[config.mk]
export PLATFORM = sky130hd
export DESIGN_NAME = alarm_cmp
export DESIGN_NICKNAME = d
export VERILOG_FILES = /design/src/rtl/alarm_cmp_pkg.sv /design/src/rtl/alarm_chan.sv /design/src/rtl/alarm_irq.sv /design/src/rtl/alarm_cmp.sv
export SDC_FILE = /design/constraint.sdc
export NUM_CORES = 2
export LEC_CHECK = 0
export BUFFER_PORTS_ARGS = -buffer_cell sky130_fd_sc_hd__buf_2
export CAP_MARGIN = 0
export CORE_MARGIN = 4
export CORE_UTILIZATION = 45
export DETAILED_ROUTE_END_ITERATION = 12
export GPL_TIMING_DRIVEN = 0
export MAX_ROUTING_LAYER = met4
export PLACE_DENSITY = 0.6
export SLEW_MARGIN = 20
export SYNTH_ARGS = -nofsm -noshare
export SYNTH_HDL_FRONTEND = slang
export SYNTH_SLANG_ARGS = --single-unit
export TNS_END_PERCENT = 20
[constraint.sdc]
create_clock -name clk -period 4 [get_ports clk]
set_clock_uncertainty 0.1 [all_clocks]
set_input_delay 0.6 -clock clk [delete_from_list [all_inputs] [get_ports clk]]
set_output_delay 0.6 -clock clk [all_outputs]
set_load 0.01 [all_outputs]
[src/rtl/alarm_cmp_pkg.sv]
package alarm_cmp_pkg;

    typedef enum logic [1:0] {
        CH_IDLE,
        CH_ONESHOT_WAIT,
        CH_ONESHOT_SPENT,
        CH_PERIODIC_WAIT
    } chan_state_e;

    localparam int CTRL_EN_BIT  = 0;
    localparam int CTRL_PER_BIT = 1;
    localparam int CTRL_PER_LO  = 2;

endpackage

[src/rtl/alarm_chan.sv]
module alarm_chan
    import alarm_cmp_pkg::*;
#(
    parameter int CNT_W    = 64,
    parameter int WORD_W   = 32,
    parameter int PERIOD_W = 30
) (
    input  logic              clk,
    input  logic              rst_n,
    input  logic [CNT_W-1:0]  count,
    input  logic              wr_lo,
    input  logic              wr_hi,
    input  logic              wr_ctrl,
    input  logic [WORD_W-1:0] wdata,
    output logic              fire
);

    localparam int PER_HI = CTRL_PER_LO + PERIOD_W - 1;
    localparam int HI_W   = CNT_W - WORD_W;

    chan_state_e         st_q, st_d;
    logic [CNT_W-1:0]    target_q;
    logic [CNT_W-1:0]    due_q;
    logic [PERIOD_W-1:0] period_q;
    logic [CNT_W-1:0]    wr_period_ext;
    logic [CNT_W-1:0]    period_ext;
    logic                tgt_wr;
    logic                arm;
    logic                arm_per;

    assign tgt_wr        = wr_lo | wr_hi;
    assign arm           = wr_ctrl & wdata[CTRL_EN_BIT];
    assign arm_per       = arm & wdata[CTRL_PER_BIT];
    assign wr_period_ext = {{(CNT_W-PERIOD_W){1'b0}}, wdata[PER_HI:CTRL_PER_LO]};
    assign period_ext    = {{(CNT_W-PERIOD_W){1'b0}}, period_q};

    // Output process: event decision for the current state
    always_comb begin
        unique case (st_q)
            CH_ONESHOT_WAIT:  fire = (count >= target_q);
            CH_PERIODIC_WAIT: fire = (count >= due_q);
            default:          fire = 1'b0;
        endcase
    end

    // Next-state process
    always_comb begin
        st_d = st_q;
        unique case (st_q)
            CH_IDLE:          st_d = CH_IDLE;
            CH_ONESHOT_WAIT:  if (fire && !tgt_wr) st_d = CH_ONESHOT_SPENT;
            CH_ONESHOT_SPENT: if (tgt_wr) st_d = CH_ONESHOT_WAIT;
            CH_PERIODIC_WAIT: st_d = CH_PERIODIC_WAIT;
        endcase
        if (wr_ctrl) begin
            if (!wdata[CTRL_EN_BIT])      st_d = CH_IDLE;
            else if (wdata[CTRL_PER_BIT]) st_d = CH_PERIODIC_WAIT;
            else                          st_d = CH_ONESHOT_WAIT;
        end
    end

    // State register
    always_ff @(posedge clk or negedge rst_n) begin
        if (!rst_n) st_q <= CH_IDLE;
        else        st_q <= st_d;
    end

    // Target, period and due value registers
    always_ff @(posedge clk or negedge rst_n) begin
        if (!rst_n) begin
            target_q <= '0;
            due_q    <= '0;
            period_q <= '0;
        end else begin
            if (wr_lo) target_q[WORD_W-1:0]     <= wdata;
            if (wr_hi) target_q[CNT_W-1:WORD_W] <= wdata[HI_W-1:0];
            if (wr_ctrl) period_q <= wdata[PER_HI:CTRL_PER_LO];
            if (arm_per)
                due_q <= count + wr_period_ext;
            else if (st_q == CH_PERIODIC_WAIT && fire)
                due_q <= due_q + period_ext;
        end
    end

    AST_ONESHOT_ONCE: assert property (@(posedge clk) disable iff (!rst_n)
        (st_q == CH_ONESHOT_WAIT && fire && !tgt_wr && !wr_ctrl) |=> !fire);
    AST_PERIOD_STEP: assert property (@(posedge clk) disable iff (!rst_n)
        (st_q == CH_PERIODIC_WAIT && fire && !wr_ctrl) |=> (due_q == $past(due_q) + period_ext));
    AST_ARM_BASE: assert property (@(posedge clk) disable iff (!rst_n)
        arm_per |=> (due_q == $past(count) + $past(wr_period_ext)));
    AST_DISARM_SILENT: assert property (@(posedge clk) disable iff (!rst_n)
        (wr_ctrl && !wdata[CTRL_EN_BIT]) |=> !fire);

endmodule

[src/rtl/alarm_irq.sv]
module alarm_irq #(
    parameter int NUM_CH = 3
) (
    input  logic              clk,
    input  logic              rst_n,
    input  logic [NUM_CH-1:0] fire,
    input  logic              mask_we,
    input  logic              clr_we,
    input  logic [NUM_CH-1:0] wdata,
    output logic [NUM_CH-1:0] raw,
    output logic              irq
);

    logic [NUM_CH-1:0] raw_q;
    logic [NUM_CH-1:0] mask_q;
    logic [NUM_CH-1:0] clr_bits;

    assign clr_bits = clr_we ? wdata : '0;

    always_ff @(posedge clk or negedge rst_n) begin
        if (!rst_n) begin
            raw_q  <= '0;
            mask_q <= '0;
        end else begin
            raw_q <= (raw_q & ~clr_bits) | fire;
            if (mask_we) mask_q <= wdata;
        end
    end

    assign raw = raw_q;
    assign irq = |(raw_q & mask_q);

    AST_FIRE_WINS: assert property (@(posedge clk) disable iff (!rst_n)
        (|fire) |=> ((raw_q & $past(fire)) == $past(fire)));
    AST_CLEAR_DROPS: assert property (@(posedge clk) disable iff (!rst_n)
        clr_we |=> ((raw_q & $past(wdata & ~fire)) == '0));
    AST_RAW_STICKY: assert property (@(posedge clk) disable iff (!rst_n)
        !clr_we |=> ((raw_q & $past(raw_q)) == $past(raw_q)));

endmodule

[src/rtl/alarm_cmp.sv]
module alarm_cmp #(
    parameter int NUM_CH   = 3,
    parameter int CNT_W    = 64,
    parameter int WORD_W   = 32,
    parameter int PERIOD_W = 30,
    parameter int ADDR_W   = 4
) (
    input  logic              clk,
    input  logic              rst_n,
    input  logic [CNT_W-1:0]  count_i,
    input  logic              wr_en_i,
    input  logic [ADDR_W-1:0] wr_addr_i,
    input  logic [WORD_W-1:0] wr_data_i,
    output logic [NUM_CH-1:0] raw_o,
    output logic              irq_o
);

    localparam int STRIDE    = 4;
    localparam int MASK_ADDR = NUM_CH * STRIDE;
    localparam int CLR_ADDR  = MASK_ADDR + 1;

    logic [NUM_CH-1:0] fire;
    logic              mask_we;
    logic              clr_we;

    assign mask_we = wr_en_i && (wr_addr_i == ADDR_W'(MASK_ADDR));
    assign clr_we  = wr_en_i && (wr_addr_i == ADDR_W'(CLR_ADDR));

    for (genvar c = 0; c < NUM_CH; c++) begin : g_ch
        logic wr_lo, wr_hi, wr_ctrl;
        assign wr_lo   = wr_en_i && (wr_addr_i == ADDR_W'(c*STRIDE));
        assign wr_hi   = wr_en_i && (wr_addr_i == ADDR_W'(c*STRIDE + 1));
        assign wr_ctrl = wr_en_i && (wr_addr_i == ADDR_W'(c*STRIDE + 2));

        alarm_chan #(
            .CNT_W    (CNT_W),
            .WORD_W   (WORD_W),
            .PERIOD_W (PERIOD_W)
        ) u_chan (
            .clk     (clk),
            .rst_n   (rst_n),
            .count   (count_i),
            .wr_lo   (wr_lo),
            .wr_hi   (wr_hi),
            .wr_ctrl (wr_ctrl),
            .wdata   (wr_data_i),
            .fire    (fire[c])
        );
    end

    alarm_irq #(
        .NUM_CH (NUM_CH)
    ) u_irq (
        .clk     (clk),
        .rst_n   (rst_n),
        .fire    (fire),
        .mask_we (mask_we),
        .clr_we  (clr_we),
        .wdata   (wr_data_i[NUM_CH-1:0]),
        .raw     (raw_o),
        .irq     (irq_o)
    );

    AST_RESET_QUIET: assert property (@(posedge clk)
        !rst_n |=> (raw_o == '0 && !irq_o));

endmodule

* Yosys cells after proc, flatten, opt, wreduce, memory -nomap -nowiden
Index checks and enable logic that the tools add are counted.
** Word-level totals
- Register bits after elaboration :: 486
- Input port bits :: 103
- Logic and storage cells :: 120
** Operators by class
- Add/subtract/negate cells :: 4
- Magnitude comparators :: 6
- Eq/ne operators :: 25
- Multiplexer cells :: 24
- Bitwise gates (word level) :: 13
- Reductions and logical operators :: 31
** Operators by type and width (count)
- >= comparator 64 bit :: 6
- two-way mux 64 bit :: 6
- adder 64 x 30 -> 64 bit :: 4
- case mux 2 bit (4 select lines) :: 3
- two-way mux 2 bit :: 11
- == test 4 bit (second input constant) :: 5
- inequality test 3 x 1 -> 1 bit (second input constant) :: 6
- logical AND 1 bit :: 17
- == test 2 bit (second input constant) :: 6
- == test 4 x 3 -> 1 bit (second input constant) :: 3
- bitwise AND 1 bit :: 6
- bitwise AND 3 bit :: 2
- == test 2 x 1 -> 1 bit (second input constant) :: 3
- logical NOT 2 bit :: 3
- case mux 1 bit (2 select lines) :: 3
- AND reduction 2 bit :: 3
- nonzero test 2 bit :: 3
- == test 4 x 1 -> 1 bit (second input constant) :: 1
- == test 4 x 2 -> 1 bit (second input constant) :: 1
- logical NOT 4 bit :: 1
- logical NOT 1 bit :: 3
- two-way mux 3 bit :: 1
- NOT 3 bit :: 1
- bitwise OR 1 bit :: 3
- other kinds (2) :: 2

* Longest topological paths before layout
- Depth in word-level cells :: 8
- Gate-level depth with buffers :: 14
- Gate-level depth less buffers :: 12

* By module
A second synthesis with hierarchy kept.
** Second synthesis, totals
- Cells, all modules :: 4831
- Area total of the unflattened synthesis :: 42095.4 um2
** By module, submodules not included
- alarm_chan at g_ch[1].u_chan ... :: instances 2, cells an instance 1603, area an instance 13865.8 um2, sequential area each 4003.8 um2
- alarm_chan at g_ch[0].u_chan :: instances 1, cells an instance 1591, area an instance 14039.7 um2, sequential area each 4003.8 um2
- alarm_irq :: instances 1, cells an instance 17, area an instance 231.5 um2, sequential area each 150.1 um2
- alarm_cmp :: instances 1, cells an instance 17, area an instance 92.6 um2, sequential area each 0.0 um2

* Least setup slack after synthesis
OpenSTA, ideal clock, no wires.
- Path kind :: in2reg
- Start point :: input port count_i[0]
- End point :: register g_ch[1].u_chan.due_q[27]
- Setup time :: 0.120 ns
- Arrival :: 3.083 ns
- Required time :: 3.780 ns
- Setup slack :: 0.698 ns
- Stages :: 12
- Cell sequence :: inv_1 ha_1 nand2b_1 a2111oi_2 o22ai_1 or4_1 a2111oi_2 a21oi_1 buf_2 or3_1 o21ai_1 nor2_1
** Between the ends
- Cells in the longest elaborated chain, start to end :: 4
- Elaborated cells between the ends (all ways) :: 7
- Classes of those cells :: 1 x add/sub; 2 x order compare; 2 x mux; 2 x reduce/logical
** RTL lines
- start, declared :: RTL line alarm_cmp.sv:10 : input logic [CNT_W-1:0] count_i,
- >= comparator 64 bit, on equally long branches :: RTL line alarm_chan.sv:41, alarm_chan.sv:40
- case mux 1 bit (2 select lines) :: RTL line alarm_chan.sv:39 : unique case (st_q)
- logical AND 1 bit :: RTL line alarm_chan.sv:80 : else if (st_q == CH_PERIODIC_WAIT && fire)
- nonzero test 2 bit (no source line)
- end signal, assigned :: RTL line alarm_chan.sv:79 : due_q <= count + wr_period_ext;
- end signal, assigned :: RTL line alarm_chan.sv:81 : due_q <= due_q + period_ext;
- end, declared :: RTL line alarm_chan.sv:23 : logic [CNT_W-1:0] due_q;
Several ways; a longest one is shown, not always the timed one.
A chain may end at the register's enable or synchronous reset.

* Final worst setup path
- Start point :: register g_ch[1].u_chan.due_q[55]
- End point :: register g_ch[1].u_chan.due_q[27]
** Between the ends
- Cells in the longest elaborated chain, start to end :: 4
** RTL lines
- >= comparator 64 bit :: RTL line alarm_chan.sv:41 : CH_PERIODIC_WAIT: fire = (count >= due_q);
- case mux 1 bit (2 select lines) :: RTL line alarm_chan.sv:39
- logical AND 1 bit :: RTL line alarm_chan.sv:80
- nonzero test 2 bit (no source line)
No other way between the ends.

==> impl_metrics.toml <==
[clock_network]
cts.clk_slew.worst_paths_ns = 0.06
clkLatencyLatePin_ns = 0.65
cts_tree = "yes"
cts_root_buf = "clkbuf_16"
cts.sinks = 486
htreeDepth = 2
cts_buffers = 61
clk_path_buf_depth = 3

[sta]
slew_violations = 0
period_needed_ns = 3.935
timing.slew.headroom_pct = 17.83
setup_viol = 0
holdWs_ns = 0.1368
finalHoldViolations = 0
fin_crit_sh_pct = 98.37
fmax_mhz = 254.1
tightest_slew_ns = 1.233
rsz0062_at_grt = "yes"

[power]
p_leak_nw = 19.99
p_sw_w = 0.008579
irDropWorstVdd_v = 0.0003860
power_w = 0.02173
cell_internal_pwr_w = 0.01316
p_clk_share_pct = 26.9
p_seq_share_pct = 30.5
power_density_nw_per_um2 = 519.0
p_comb_share_pct = 42.6
switching_share_pct = 39.47

[routing]
antenna_left = 0
drt_wl_total_um = 141300
viasPerCell = 6.046
vias = 33427
drc_errors = 0
wl_per_cell_um = 25.56
wl_met3_um = 10920
dr.max_layer_used = "met4"
dr.pass1.iters = 5
met1_length_um = 58490
met2_length_um = 63240
drt_iter0_drc = 2844

[placed_design]
gp_congestion = 1.023
place_area_um2 = 39460
dpl.hpwl_um = 107600
portBuffers = 104

[logic_synthesis]
synth-edff-count = 0
yosys.area_share.adder_pct = 17.10
synthSimpleGateAreaFrac_pct = 14.14
synth.area.top_cells = "dfrtp_1, ha_1, mux2_2, inv_1, a21oi_1"
ys_types = 92
synth-seq-area-share_pct = 32.57
async_reset_ff_share_pct = 100.0
synthMuxAreaShare_pct = 6.775
synth_top_area_share_pct = 32.57
synth_seq_cells = 486
synth_top_cell_by_area = "dfrtp_1"
synth_fp_nets = 4832
synth_cells = 4221
yosys_warnings = 0
syn_area_per_cell_um2 = 8.847
synth_flop_cell = "dfrtp_1"
synth-compound-area-share_pct = 18.21
synth_area_um2 = 37340
synth_top_family_by_area = "compound AO/OA/AOI/OAI gates"
synthXorXnorAreaFrac_pct = 4.925

[floorplan]
io_pins = 107
die_area_um2 = 87660
dieHeight_um = 296.1
core_um2 = 82110
initial_core_util_pct = 45.48
die_w_um = 296.1
fp-row-count = 105

[critical_path]
endpoint_kind = "flip-flop"
cp.required_ns = 4.42
arrival_ns = 4.35
cp-start-kind = "flip-flop"
path_max_fanout = 10
crit_type = "flip-flop to flip-flop"

[cells_and_area]
area_growth_pct = 12.14
final_util_pct = 51.00
final_area_um2 = 41880
fillers = 7818
nNetsFinal = 5017
drive_gt1_share_pct = 11.73

[grt]
grt_pass1_vias = 32548
grt_pass1_wl_um = 209100
grt_usage_pct = 32.94
antenna_found_initial = 5
grt_overflow = 0
grt_start_max_net_pins = 85

[job]
drv_cap = 0

[outcome]
outcome = "complete, no violations"

[hold_path]
worst_hold_path_type = "input port to flip-flop"
==> flip-flops by register name, indices dropped and copies added, names as in the netlist <==
register / cells
g_ch.u_chan.target_q: 192
g_ch.u_chan.st_q: 6
u_irq.raw: 3
u_irq.mask_q: 3
g_ch.u_chan.period_q: 90
g_ch.u_chan.due_q: 192
==> cell usage in the layout, fill, tap and decap left out, types with 28 or more instances in the layout <==
master	n
a211oi_1	67
a21o_1	153
a21oi_1	321
a31oi_1	28
and3_1	36
buf_2	131
clkbuf_1	130
clkbuf_16	63
dfrtp_1	486
ha_1	504
inv_1	435
mux2_2	182
mux2i_1	48
nand2_1	365
nand2b_1	32
nand3_1	96
nand4_1	153
nor2_1	203
nor3_1	55
o21a_1	28
o21ai_0	291
o21ai_1	33
xnor2_1	154
xor2_1	55
==> routing by layer <==
layer | vias up | GRT usage (%)
li1 | 15455 | -
met1 | 16380 | 41.57
met2 | 1256 | 51.26
met3 | 336 | 5.422
met4 | 0 | 16.83
met5 | - | -
==> critical path, stage by stage (launching register included) <==
cell	delay, ns
dfrtp_1	0.36
inv_1	0.08
ha_1	0.30
nand4_1	0.19
nor3_4	0.44
nand4_1	0.35
nor4b_2	0.45
a2111oi_4	0.17
a21oi_1	0.20
buf_2	0.35
buf_2	0.41
nand3_1	0.12
mux2i_1	0.22
nor2_1	0.07
==> cell usage after synthesis, drive strengths merged (5+ instances only) <==
| library cell | n |
|---|---|
| a2111oi | 13 |
| a211o | 5 |
| a211oi | 72 |
| a21boi | 13 |
| a21o | 153 |
| a21oi | 323 |
| a221oi | 13 |
| a311oi | 8 |
| a31oi | 32 |
| a41oi | 5 |
| and2 | 23 |
| and3 | 36 |
| and4 | 16 |
| buf | 43 |
| clkbuf | 132 |
| dfrtp | 486 |
| ha | 504 |
| inv | 435 |
| mux2 | 182 |
| mux2i | 48 |
| nand2 | 366 |
| nand2b | 32 |
| nand3 | 99 |
| nand4 | 153 |
| nor2 | 207 |
| nor2b | 14 |
| nor3 | 62 |
| nor4 | 20 |
| o2111ai | 7 |
| o211ai | 22 |
| o21a | 28 |
| o21ai | 326 |
| o21bai | 8 |
| o22ai | 6 |
| o311a | 5 |
| o31a | 6 |
| o31ai | 12 |
| or2 | 10 |
| or3 | 23 |
| or4 | 8 |
| xnor2 | 154 |
| xor2 | 56 |
==> worst paths after layout <==
kind	startpoint	to	slack, ns	cells after the start
worst max-delay path	g_ch[1].u_chan.due_q[55]	g_ch[1].u_chan.due_q[27]	0.07	13
worst min-delay path	wr_data_i[2]	g_ch[1].u_chan.period_q[0]	0.14	2
worst max register to register	g_ch[1].u_chan.due_q[55]	g_ch[1].u_chan.due_q[27]	0.07	13
worst min register to register	u_irq.mask_q[0]	u_irq.mask_q[0]	0.39	2
max in group asynchronous	rst_n	g_ch[0].u_chan.target_q[25]	1.92	5
min in group asynchronous	rst_n	g_ch[0].u_chan.target_q[40]	0.30	2
==> cell type report <==
type / instances / area (um^2) / share of cell area (%)
diodes: 2 / 5.005 / 0.01195
plain buffers: 172 / 729.5 / 1.742
clock buffers: 91 / 1832 / 4.374
clock inverters: 23 / 247.7 / 0.5916
inverters: 435 / 1633 / 3.899
multi-input cells: 3125 / 23080 / 55.12
flip-flops and latches: 486 / 12160 / 29.04
well taps: 1070 / 1339 / 3.197
repair buffers: 125 / 847.1 / 2.023
==> through the flow <==
step,std cells,setup TNS [ns],setup slack [ns]
after floorplan,4221,0,0.6977
after CTS,5523,0,0.004933
after global routing,5528,-0.09973,-0.08486
final,5529,0,0.06516
after detailed placement,5405,-158.36,-1.683
after global placement,5395,-4281.01,-8.503
==> repair_timing <==
item	4_1_cts	5_1_grt
setup buffers	4	6
hold buffers	1	0
setup endpoints to repair	157	156
endpoints found under the hold margin	22	0
pin swaps	5	4
gates resized for setup	27	23
==> cell families (layout without fill, tap and decap cells) <==
kind of cell,Yosys count,in the layout
compound gates,1094,1094
xor+xnor,210,210
fa+ha+maj,508,508
buf+inv,610,846
flops,486,486
mux,230,230
other cells,0,2
simple gates,1083,1083
==> power by group through the flow <==
| stage | clock (W) | combinational, W | sequential, W |
|---|---|---|---|
| final | 0.00584 | 0.00926 | 0.00663 |
| after detailed placement | 0 | 0.00888 | 0.00669 |
| after global placement | 0 | 0.00874 | 0.00668 |
| after CTS | 0.00589 | 0.00906 | 0.00661 |
| after floorplan | 0 | 0.00644 | 0.00649 |
| after global routing | 0.00609 | 0.0103 | 0.00675 |
Note: power is estimated with default switching activity, not from simulation.
